**config.mk**
```make
export PLATFORM = sky130hd
export DESIGN_NAME = ilv_dual_serializer
export DESIGN_NICKNAME = d
export VERILOG_FILES = /design/src/rtl/ser_pkg.sv /design/src/rtl/ser_rst_ctl.sv /design/src/rtl/ser_frame_ctr.sv /design/src/rtl/ser_lane.sv /design/src/rtl/ilv_dual_serializer.sv
export SDC_FILE = /design/constraint.sdc
export NUM_CORES = 1
export LEC_CHECK = 0
export ABC_CLOCK_PERIOD_IN_PS = 1300
export CAP_MARGIN = 20
export CORE_AREA = 2 2 39 41
export DETAILED_ROUTE_END_ITERATION = 12
export DIE_AREA = 0 0 41 43
export PLACE_DENSITY = 0.66
export SYNTH_ARGS = -nofsm -noshare
export SYNTH_HDL_FRONTEND = slang
export SYNTH_SLANG_ARGS = --single-unit
```
**constraint.sdc**
```tcl
create_clock -name clk -period 1.3 [get_ports clk]
set_input_delay 0.325 -clock clk [delete_from_list [all_inputs] [get_ports clk]]
set_output_delay 0.325 -clock clk [all_outputs]
set_load 0.01 [all_outputs]
```
**src/rtl/ser_pkg.sv**
```systemverilog
package ser_pkg;
  // number of frame cycles during which the divided clock is high
  function automatic int high_cycles(input int n);
    return n / 2;
  endfunction
endpackage

```
**src/rtl/ser_rst_ctl.sv**
```systemverilog
module ser_rst_ctl #(
  parameter bit ASYNC_RST = 1'b1
) (
  input  logic clk,
  input  logic rst_raw,
  output logic rst_n_o
);
  generate
    if (ASYNC_RST) begin : g_sync
      logic stage1, stage2;
      always_ff @(posedge clk or posedge rst_raw) begin
        if (rst_raw) begin
          stage1 <= 1'b0;
          stage2 <= 1'b0;
        end else begin
          stage1 <= 1'b1;
          stage2 <= stage1;
        end
      end
      assign rst_n_o = stage2;

      // output stays low whenever the raw reset is seen active
      p_hold_low_r5: assert property (@(posedge clk) rst_raw |-> !rst_n_o)
        else $error("reset output high during raw reset");
      // release only after the first stage is already high
      p_two_stage_r5: assert property (@(posedge clk) disable iff (rst_raw)
        $rose(rst_n_o) |-> $past(stage1))
        else $error("reset released without first stage");
    end else begin : g_direct
      assign rst_n_o = rst_raw;
    end
  endgenerate
endmodule

```
**src/rtl/ser_frame_ctr.sv**
```systemverilog
module ser_frame_ctr #(
  parameter int N = 4
) (
  input  logic clk,
  input  logic rst_n,
  output logic load,
  output logic clk_div
);
  import ser_pkg::*;
  localparam int CW   = (N > 1) ? $clog2(N) : 1;
  localparam int HALF = high_cycles(N);

  logic [CW-1:0] cnt;

  always_ff @(posedge clk) begin
    if (!rst_n)                    cnt <= '0;
    else if (cnt == CW'(N - 1))    cnt <= '0;
    else                           cnt <= cnt + 1'b1;
  end

  assign load    = (cnt == '0);
  assign clk_div = (int'(cnt) < HALF);

  // the load cycle lies inside the high half of the divided clock
  p_load_in_high_r4: assert property (@(posedge clk) disable iff (!rst_n)
    load |-> clk_div)
    else $error("load outside high phase");
  // frames are N cycles long, so loads are never adjacent
  p_load_gap_r3: assert property (@(posedge clk) disable iff (!rst_n)
    load |=> !load)
    else $error("back-to-back load");
endmodule

```
**src/rtl/ser_lane.sv**
```systemverilog
module ser_lane #(
  parameter int N       = 4,
  parameter bit FALLING = 1'b0
) (
  input  logic         clk,
  input  logic         rst_n,
  input  logic         load,
  input  logic [N-1:0] par,
  output logic         dout
);
  logic [N-1:0] sh;

  generate
    if (FALLING) begin : g_neg
      always_ff @(negedge clk) begin
        if (!rst_n) begin
          sh   <= '0;
          dout <= 1'b0;
        end else if (load) begin
          sh   <= par >> 1;
          dout <= par[0];
        end else begin
          sh   <= sh >> 1;
          dout <= sh[0];
        end
      end
      // output cleared after a reset edge
      p_rst_zero_r6: assert property (@(negedge clk) !rst_n |=> !dout)
        else $error("lane output not cleared");
      // position 0 appears right after a load
      p_first_bit_r3: assert property (@(negedge clk) disable iff (!rst_n)
        load |=> dout == $past(par[0]))
        else $error("lane did not start at position 0");
    end else begin : g_pos
      always_ff @(posedge clk) begin
        if (!rst_n) begin
          sh   <= '0;
          dout <= 1'b0;
        end else if (load) begin
          sh   <= par >> 1;
          dout <= par[0];
        end else begin
          sh   <= sh >> 1;
          dout <= sh[0];
        end
      end
      // output cleared after a reset edge
      p_rst_zero_r6: assert property (@(posedge clk) !rst_n |=> !dout)
        else $error("lane output not cleared");
      // position 0 appears right after a load
      p_first_bit_r3: assert property (@(posedge clk) disable iff (!rst_n)
        load |=> dout == $past(par[0]))
        else $error("lane did not start at position 0");
    end
  endgenerate
endmodule

```
**src/rtl/ilv_dual_serializer.sv**
```systemverilog
module ilv_dual_serializer #(
  parameter int N         = 4,
  parameter bit ASYNC_RST = 1'b1
) (
  input  logic           clk,
  input  logic           rst_raw,
  input  logic [2*N-1:0] din,
  output logic [1:0]     dout,
  output logic           clk_div,
  output logic           rst_n_sync
);
  logic         load;
  logic [N-1:0] even_bits, odd_bits;

  // interleaved split of the parallel word
  for (genvar k = 0; k < N; k++) begin : g_split
    assign even_bits[k] = din[2*k];
    assign odd_bits[k]  = din[2*k+1];
  end

  ser_rst_ctl #(.ASYNC_RST(ASYNC_RST)) u_rst (
    .clk(clk), .rst_raw(rst_raw), .rst_n_o(rst_n_sync)
  );

  ser_frame_ctr #(.N(N)) u_ctr (
    .clk(clk), .rst_n(rst_n_sync), .load(load), .clk_div(clk_div)
  );

  ser_lane #(.N(N), .FALLING(1'b0)) u_lane0 (
    .clk(clk), .rst_n(rst_n_sync), .load(load), .par(even_bits), .dout(dout[0])
  );

  ser_lane #(.N(N), .FALLING(1'b1)) u_lane1 (
    .clk(clk), .rst_n(rst_n_sync), .load(load), .par(odd_bits), .dout(dout[1])
  );
endmodule

```
; ---- Word-level counts from Yosys, hierarchy flattened
; Cells that the tools add are included.
[totals]
ff_bits = 14
elab_cells = 17
[classes]
eq_ne = 1
muxes = 4
reduce_logical = 2
n_addsub = 1
n_bitwise = 1
n_lt_le_gt_ge = 1
[op_table]
columns = op, n
row1 = $mux W3, 2
row2 = $add A2 B1 Y2 const B, 1
row3 = $eq A2 B2 Y1 const B, 1
row4 = $logic_not A2 Y1, 1
row5 = $lt A2 B2 Y1 const B, 1
row6 = $mux W1, 2
row7 = $reduce_or A2 Y1, 1
row8 = $not A1 Y1, 1

; ---- Depth between registers and ports, before layout
; Gate-level depths: netlist of the first run.
[depth]
ltp_word = 2
depth_mapped = 5
mapped_depth_nobuf = 4

; ---- By module
; A second synthesis of the first run with hierarchy kept.
[unflattened]
hier_cells = 35
hier_area_um2 = 427.9
[modules_own_cells]
columns = mod, area_per_inst_um2, cells_per_inst, seq_area_each_um2, n_inst
row1 = ser_lane (u_lane1), 140.1, 12, 80.1, 1
row2 = ser_lane (u_lane0), 136.4, 11, 80.1, 1
row3 = ser_frame_ctr, 93.8, 8, 40.0, 1
row4 = ser_rst_ctl, 57.6, 4, 50.0, 1

==> results of run 1 <==
## power groups by stage
stage	registers, mW	logic (mW)	clock network [mW]
floorplan	0.427	0.109	0.0239
global placement	0.426	0.179	0.0239
detailed placement	0.428	0.181	0.0239
CTS	0.418	0.190	0.294
global route	0.422	0.226	0.323
finish	0.419	0.202	0.287
## registers in the layout (all words and copies together) (netlist names)
| register | flops |
|---|---|
| u_lane0.dout | 1 |
| u_ctr.cnt | 2 |
| u_lane0.sh | 3 |
| u_rst.rst_n_o | 1 |
| u_rst.g_sync.stage1 | 1 |
| u_lane1.sh | 3 |
| u_lane1.dout | 1 |
## final cells by class
class / instances / area [um2]
Clock buffer: 4 / 26.28
Timing Repair Buffer: 20 / 186.4
Sequential cell: 12 / 254.0
Multi-Input combinational cell: 19 / 173.9
Fill cell: 139 / 696.9
Clock inverter: 4 / 15.01
Tap cell: 16 / 20.02
Inverter: 3 / 11.26
## worst paths after layout
path,from,end,slack [ps],depth (start not counted)
min in group clk,u_rst.g_sync.stage1,u_rst.rst_n_o,360,0
min,rst_raw,u_rst.rst_n_o,190,2
min reg2reg,u_rst.g_sync.stage1,u_rst.rst_n_o,360,0
max,u_lane1.dout,dout[1],-420,1
max in group asynchronous,rst_raw,u_rst.g_sync.stage1,1000,2
max reg2reg,u_ctr.cnt[1],u_lane1.sh[1],-240,4
## through the flow
step / setup TNS, ps / worst slack [ps]
finish: -1301 / -416.8
global route: -1561 / -459.6
CTS: -1319 / -433.4
detailed placement: -2057 / -496.7
global placement: -1988 / -477.1
floorplan: -1298 / -315.6
## routing by layer
layer | routed length, um | up-vias | global-route usage, %
met5 | 0 | - | 0
met4 | 27 | 0 | 8.000
met3 | 47 | 4 | 3.141
met2 | 331 | 10 | 15.00
met1 | 330 | 153 | 11.51
li1 | - | 164 | -
## logic make-up after synthesis
kind of cell / after synthesis / share of synthesized area, %
flops: 12 / 55.71
buf+inv: 7 / 9.190
fa+ha+maj: 2 / 5.570
mux: 6 / 13.37
other cells: 1 / 0.8349
simple gates: 10 / 15.32
## cell usage after synthesis, drive strengths merged
master	n	share of area, %
ha	2	5.6
mux2i	6	13
nor2b	6	8.4
and3b	1	2.0
buf	3	5.8
inv	4	3.3
nor3b	1	1.7
dfrtp	2	11
conb	1	0.83
and3	2	3.3
dfxtp	10	45
## timing repair
action,4_1_cts,5_1_grt
hold buffers,0,0
buffers inserted,3,2
resized for setup,11,4
pin swaps,1,0
endpoints found under the setup margin,8,6
gates cloned,0,0
==> flow_summary_export.csv, run 1 <==
group,metric,value,unit
outcome,status,"finished with violations",
outcome,violations,"setup timing",
clocking,cts.clk_slew.worst_paths,70,ps
timing,final_max_slew_viol_count,0,
clocking,cts_sinks,12,
worst_setup_path,crit_slowest_cell,"dfxtp_2",
worst_setup_path,critical_path_arrival,1390,ps
global_route,overflow,0,
placement,dp_hpwl,538,um
floorplanning,die_w,41,um
routing,wl_per_cell,9.423,um
global_route,grt_pass1_vias,296,
power_and_ir_drop,leakagePower,0.3347,nW
power_and_ir_drop,clkPwrFrac,31.6,%
timing,setup_violations,5,
timing,finalWorstSetupSlack,-416.8,ps
routing,vias,331,
cells_and_area,layout_common_cells,"9 x clkdlybuf4s50_1, 7 x dfxtp_1, 6 x mux2i_1, 6 x nor2b_1, 6 x buf_4",
clocking,cts_made_buffers,3,
power_and_ir_drop,p_switching,0.2346,mW
global_route,grt_usage,10.21,%
cells_and_area,fin_area,686.9,um2
floorplanning,row_count,14,
power_and_ir_drop,power_per_cell_area,1322,nW/um2
logic_synthesis,synth_area_per_cell,11.82,um2
power_and_ir_drop,swShare,25.83,%
timing,rsz0062_at_grt,"yes",
cells_and_area,final_util,49.64,%
worst_setup_path,max_stage_delay,310,ps
worst_setup_path,crit_buf_inv,1,
timing,finClkSkew,58.54,ps
placement,place_congestion,0.6322,
logic_synthesis,ys_warn_count,0,
worst_setup_path,cp-end-kind,"output port",
logic_synthesis,synth.distinct_cells,12,
floorplanning,dieArea,1763,um2
routing,post-route-drc-count,0,
worst_setup_path,path_cells,"buf_6",
routing,totalWireLength,735,um
logic_synthesis,synthesis.area,449.2,um2
floorplanning,initial_core_util,32.46,%
power_and_ir_drop,p_int,0.6736,mW
placement,io_buffers,13,
min_path,hold_path.class,"in2async",
logic_synthesis,ys_seq_elements,12,
timing,hold_viol_final,0,
routing,dr.pass1.iters,1,
job,drv_cap,0,
placement,placed_cell_area,618.1,um2
power_and_ir_drop,irDropWorstVdd,0.0006853,V
cells_and_area,nets,75,
cells_and_area,fin_cells,78,
clocking,clock-root-buffer,"clkbuf_4",
logic_synthesis,yosysSeqAreaShare,55.71,%
power_and_ir_drop,combinationalPowerShare,22.3,%
routing,drt-vias-per-instance,4.244,
logic_synthesis,postSynthCellCount,38,
worst_setup_path,worst-path-max-fanout,1,
clocking,cts_tree,"done",
cells_and_area,area_growth,52.92,%
cells_and_area,antenna_cells,0,
floorplanning,die_h,43,um
clocking,cts_max_level,1,
worst_setup_path,critPathKind,"reg2out",
placement,dp.cells,68,
timing,whs,189.9,ps
power_and_ir_drop,p_seq_share,46.2,%
worst_setup_path,startpoint_type,"flip-flop",
global_route,grt_pass1_wl,1.159,mm
global_route,grt_max_degree,8,
worst_setup_path,crit_family,"flip-flops",
clocking,clk_latency,330,ps
routing,antenna_left,0,
logic_synthesis,syn_nets,50,
worst_setup_path,required,980,ps
floorplanning,pin_count,14,
cells_and_area,layout-drive-gt1-share,32.26,%
routing,drt_iter0_drc,0,
global_route,antenna_found_initial,0,
floorplanning,core_area,1384,um2
cells_and_area,final_common_cell,"clkdlybuf4s50_1",
clocking,clock_path_buffers,2,
power_and_ir_drop,total_power,0.9082,mW
Note: power is estimated with default switching activity, not from simulation.
==> run 2, diff against run 1 <==
CELL_PAD_IN_SITES_DETAIL_PLACEMENT = 1   (was unset)
CELL_PAD_IN_SITES_GLOBAL_PLACEMENT = 2   (was unset)
CORE_AREA = unset   (was 2 2 39 41)
CORE_ASPECT_RATIO = 1.1   (was unset)
CORE_UTILIZATION = 26   (was unset)
DIE_AREA = unset   (was 0 0 41 43)
PLACE_DENSITY = 0.77   (was 0.66)
==> flow_summary_export.csv, run 2 (synthesis results as in run 1) <==
group,metric,value,unit
timing,whs,189.2,ps
worst_setup_path,path_cells,"buf_2",
clocking,clock-root-buffer,"clkbuf_4",
timing,hold_viol_final,0,
worst_setup_path,worst-path-max-fanout,1,
clocking,clk_latency,340,ps
placement,place_congestion,0.6005,
worst_setup_path,regToRegSetupSlack,-220,ps
timing,setup_violations,5,
global_route,grt_pass1_vias,309,
cells_and_area,final_common_cell,"clkdlybuf4s50_1",
power_and_ir_drop,combinationalPowerShare,22.5,%
worst_setup_path,critPathKind,"reg2out",
routing,totalWireLength,762,um
min_path,hold_path.class,"in2async",
timing,finClkSkew,70.20,ps
clocking,cts_sinks,12,
global_route,antenna_found_initial,0,
floorplanning,row_count,15,
clocking,cts_made_buffers,3,
cells_and_area,area_growth,52.92,%
routing,wl_met2,351,um
outcome,violations,"setup timing",
routing,dr_wl_met3,71,um
routing,wl_met1,329,um
floorplanning,die_h,45.60,um
power_and_ir_drop,p_int,0.6693,mW
power_and_ir_drop,power_per_cell_area,1331,nW/um2
worst_setup_path,crit_family,"flip-flops",
power_and_ir_drop,irDropWorstVdd,0.0007765,V
cells_and_area,antenna_cells,0,
routing,vias,325,
power_and_ir_drop,clkPwrFrac,31.8,%
cells_and_area,reg_top3,"u_lane0.sh x3, u_lane1.sh x3, u_ctr.cnt x2",
cells_and_area,nets,76,
routing,post-route-drc-count,0,
routing,antenna_left,0,
power_and_ir_drop,total_power,0.9143,mW
cells_and_area,layout_common_cells,"9 x clkdlybuf4s50_1, 8 x buf_4, 8 x dfxtp_1",
outcome,status,"finished with violations",
worst_setup_path,required,980,ps
floorplanning,core_area,1595,um2
placement,dp_hpwl,502.3,um
timing,finalWorstSetupSlack,-440.5,ps
clocking,clock_path_buffers,2,
global_route,overflow,0,
worst_setup_path,crit_buf_inv,1,
floorplanning,dieArea,1898,um2
worst_setup_path,r2r_end,"u_lane1.dout",
worst_setup_path,startpoint_type,"flip-flop",
floorplanning,initial_core_util,28.16,%
floorplanning,pin_count,14,
global_route,grt_usage,10.09,%
job,drv_cap,0,
routing,wl_per_cell,9.525,um
placement,io_buffers,13,
worst_setup_path,cp-end-kind,"output port",
power_and_ir_drop,p_switching,0.2450,mW
routing,drt_iter0_drc,5,
worst_setup_path,rr_startpoint,"u_ctr.cnt[1]",
worst_setup_path,max_stage_delay,300,ps
worst_setup_path,reg2reg_depth,4,
routing,drt-vias-per-instance,4.063,
power_and_ir_drop,p_seq_share,45.6,%
worst_setup_path,critical_path_arrival,1420,ps
cells_and_area,layout-drive-gt1-share,33.33,%
clocking,cts_max_level,1,
power_and_ir_drop,swShare,26.79,%
clocking,cts.clk_slew.worst_paths,70,ps
worst_setup_path,startpoint,"u_lane1.dout",
worst_setup_path,crit_slowest_cell,"dfxtp_1",
timing,rsz0062_at_grt,"yes",
timing,final_max_slew_viol_count,0,
timing,finalSetupTns,-1207,ps
routing,top_layer,"met4",
power_and_ir_drop,leakagePower,0.3387,nW
routing,dr.pass1.iters,2,
floorplanning,die_w,41.63,um
global_route,grt_pass1_wl,1.283,mm
clocking,cts_tree,"done",
global_route,grt_max_degree,8,
placement,dp_slack,-488.0,ps
run 2: cell type report:
cell class	instances	area (um2)
Clock buffer	3	22.52
Clock inverter	5	20.02
Fill cell	180	908.4
Inverter	3	11.26
Multi-Input combinational cell	19	173.9
Sequential cell	12	252.7
Tap cell	17	21.27
Timing Repair Buffer	21	185.2
run 2: worst max path at each step:
stage | end | slack, ps | depth (start not counted)
after CTS | dout[1] | -470 | 1
after global placement | dout[1] | -480 | 1
after floorplan | u_lane1.dout | -320 | 5
after global routing | dout[1] | -480 | 1
after detailed placement | dout[1] | -490 | 1
final | dout[1] | -440 | 1
run 2: timing repair:
action / CTS / global route
hold buffers: 0 / 0
gates resized for setup: 11 / 2
endpoints found under the setup margin: 8 / 7
pin swaps: 1 / 0
setup buffers: 5 / 1
hold endpoints to repair: 0 / 0
run 2: stage by stage:
stage	instances	area (um2)	utilization, %
CTS	81	686.9	43.06
detailed placement	69	619.3	38.82
finish	80	686.9	43.06
global route	80	686.9	43.06
global placement	69	619.3	38.82
floorplan	38	467.9	-
run 2: worst register-to-register path: cells and delay by family, from the launching register on:
family | cells | cell delay [ps]
flops | 1 | 330
mux | 1 | 190
fa+ha+maj | 1 | 180
buf+inv | 1 | 70
simple gates | 1 | 70
run 2: power by group through the flow:
stage	registers, mW	logic [mW]	clock network (mW)
5_1_grt	0.420	0.227	0.337
6_report	0.417	0.206	0.291
4_1_cts	0.418	0.210	0.310
3_3_place_gp	0.427	0.181	0.0239
3_5_place_dp	0.427	0.185	0.0239
2_1_floorplan	0.427	0.109	0.0239
run 2: layer usage:
metal	vias to the layer above	track usage, %
li1	166	-
met1	143	10.54
met2	13	15.00
met3	3	7.143
met4	0	5.806
met5	-	0
==> run 3, diff against run 2 <==
CTS_CLUSTER_DIAMETER = 150   (was unset)
==> results of run 3 <==
Final layout, timing and power as in run 2 (identical DEF).
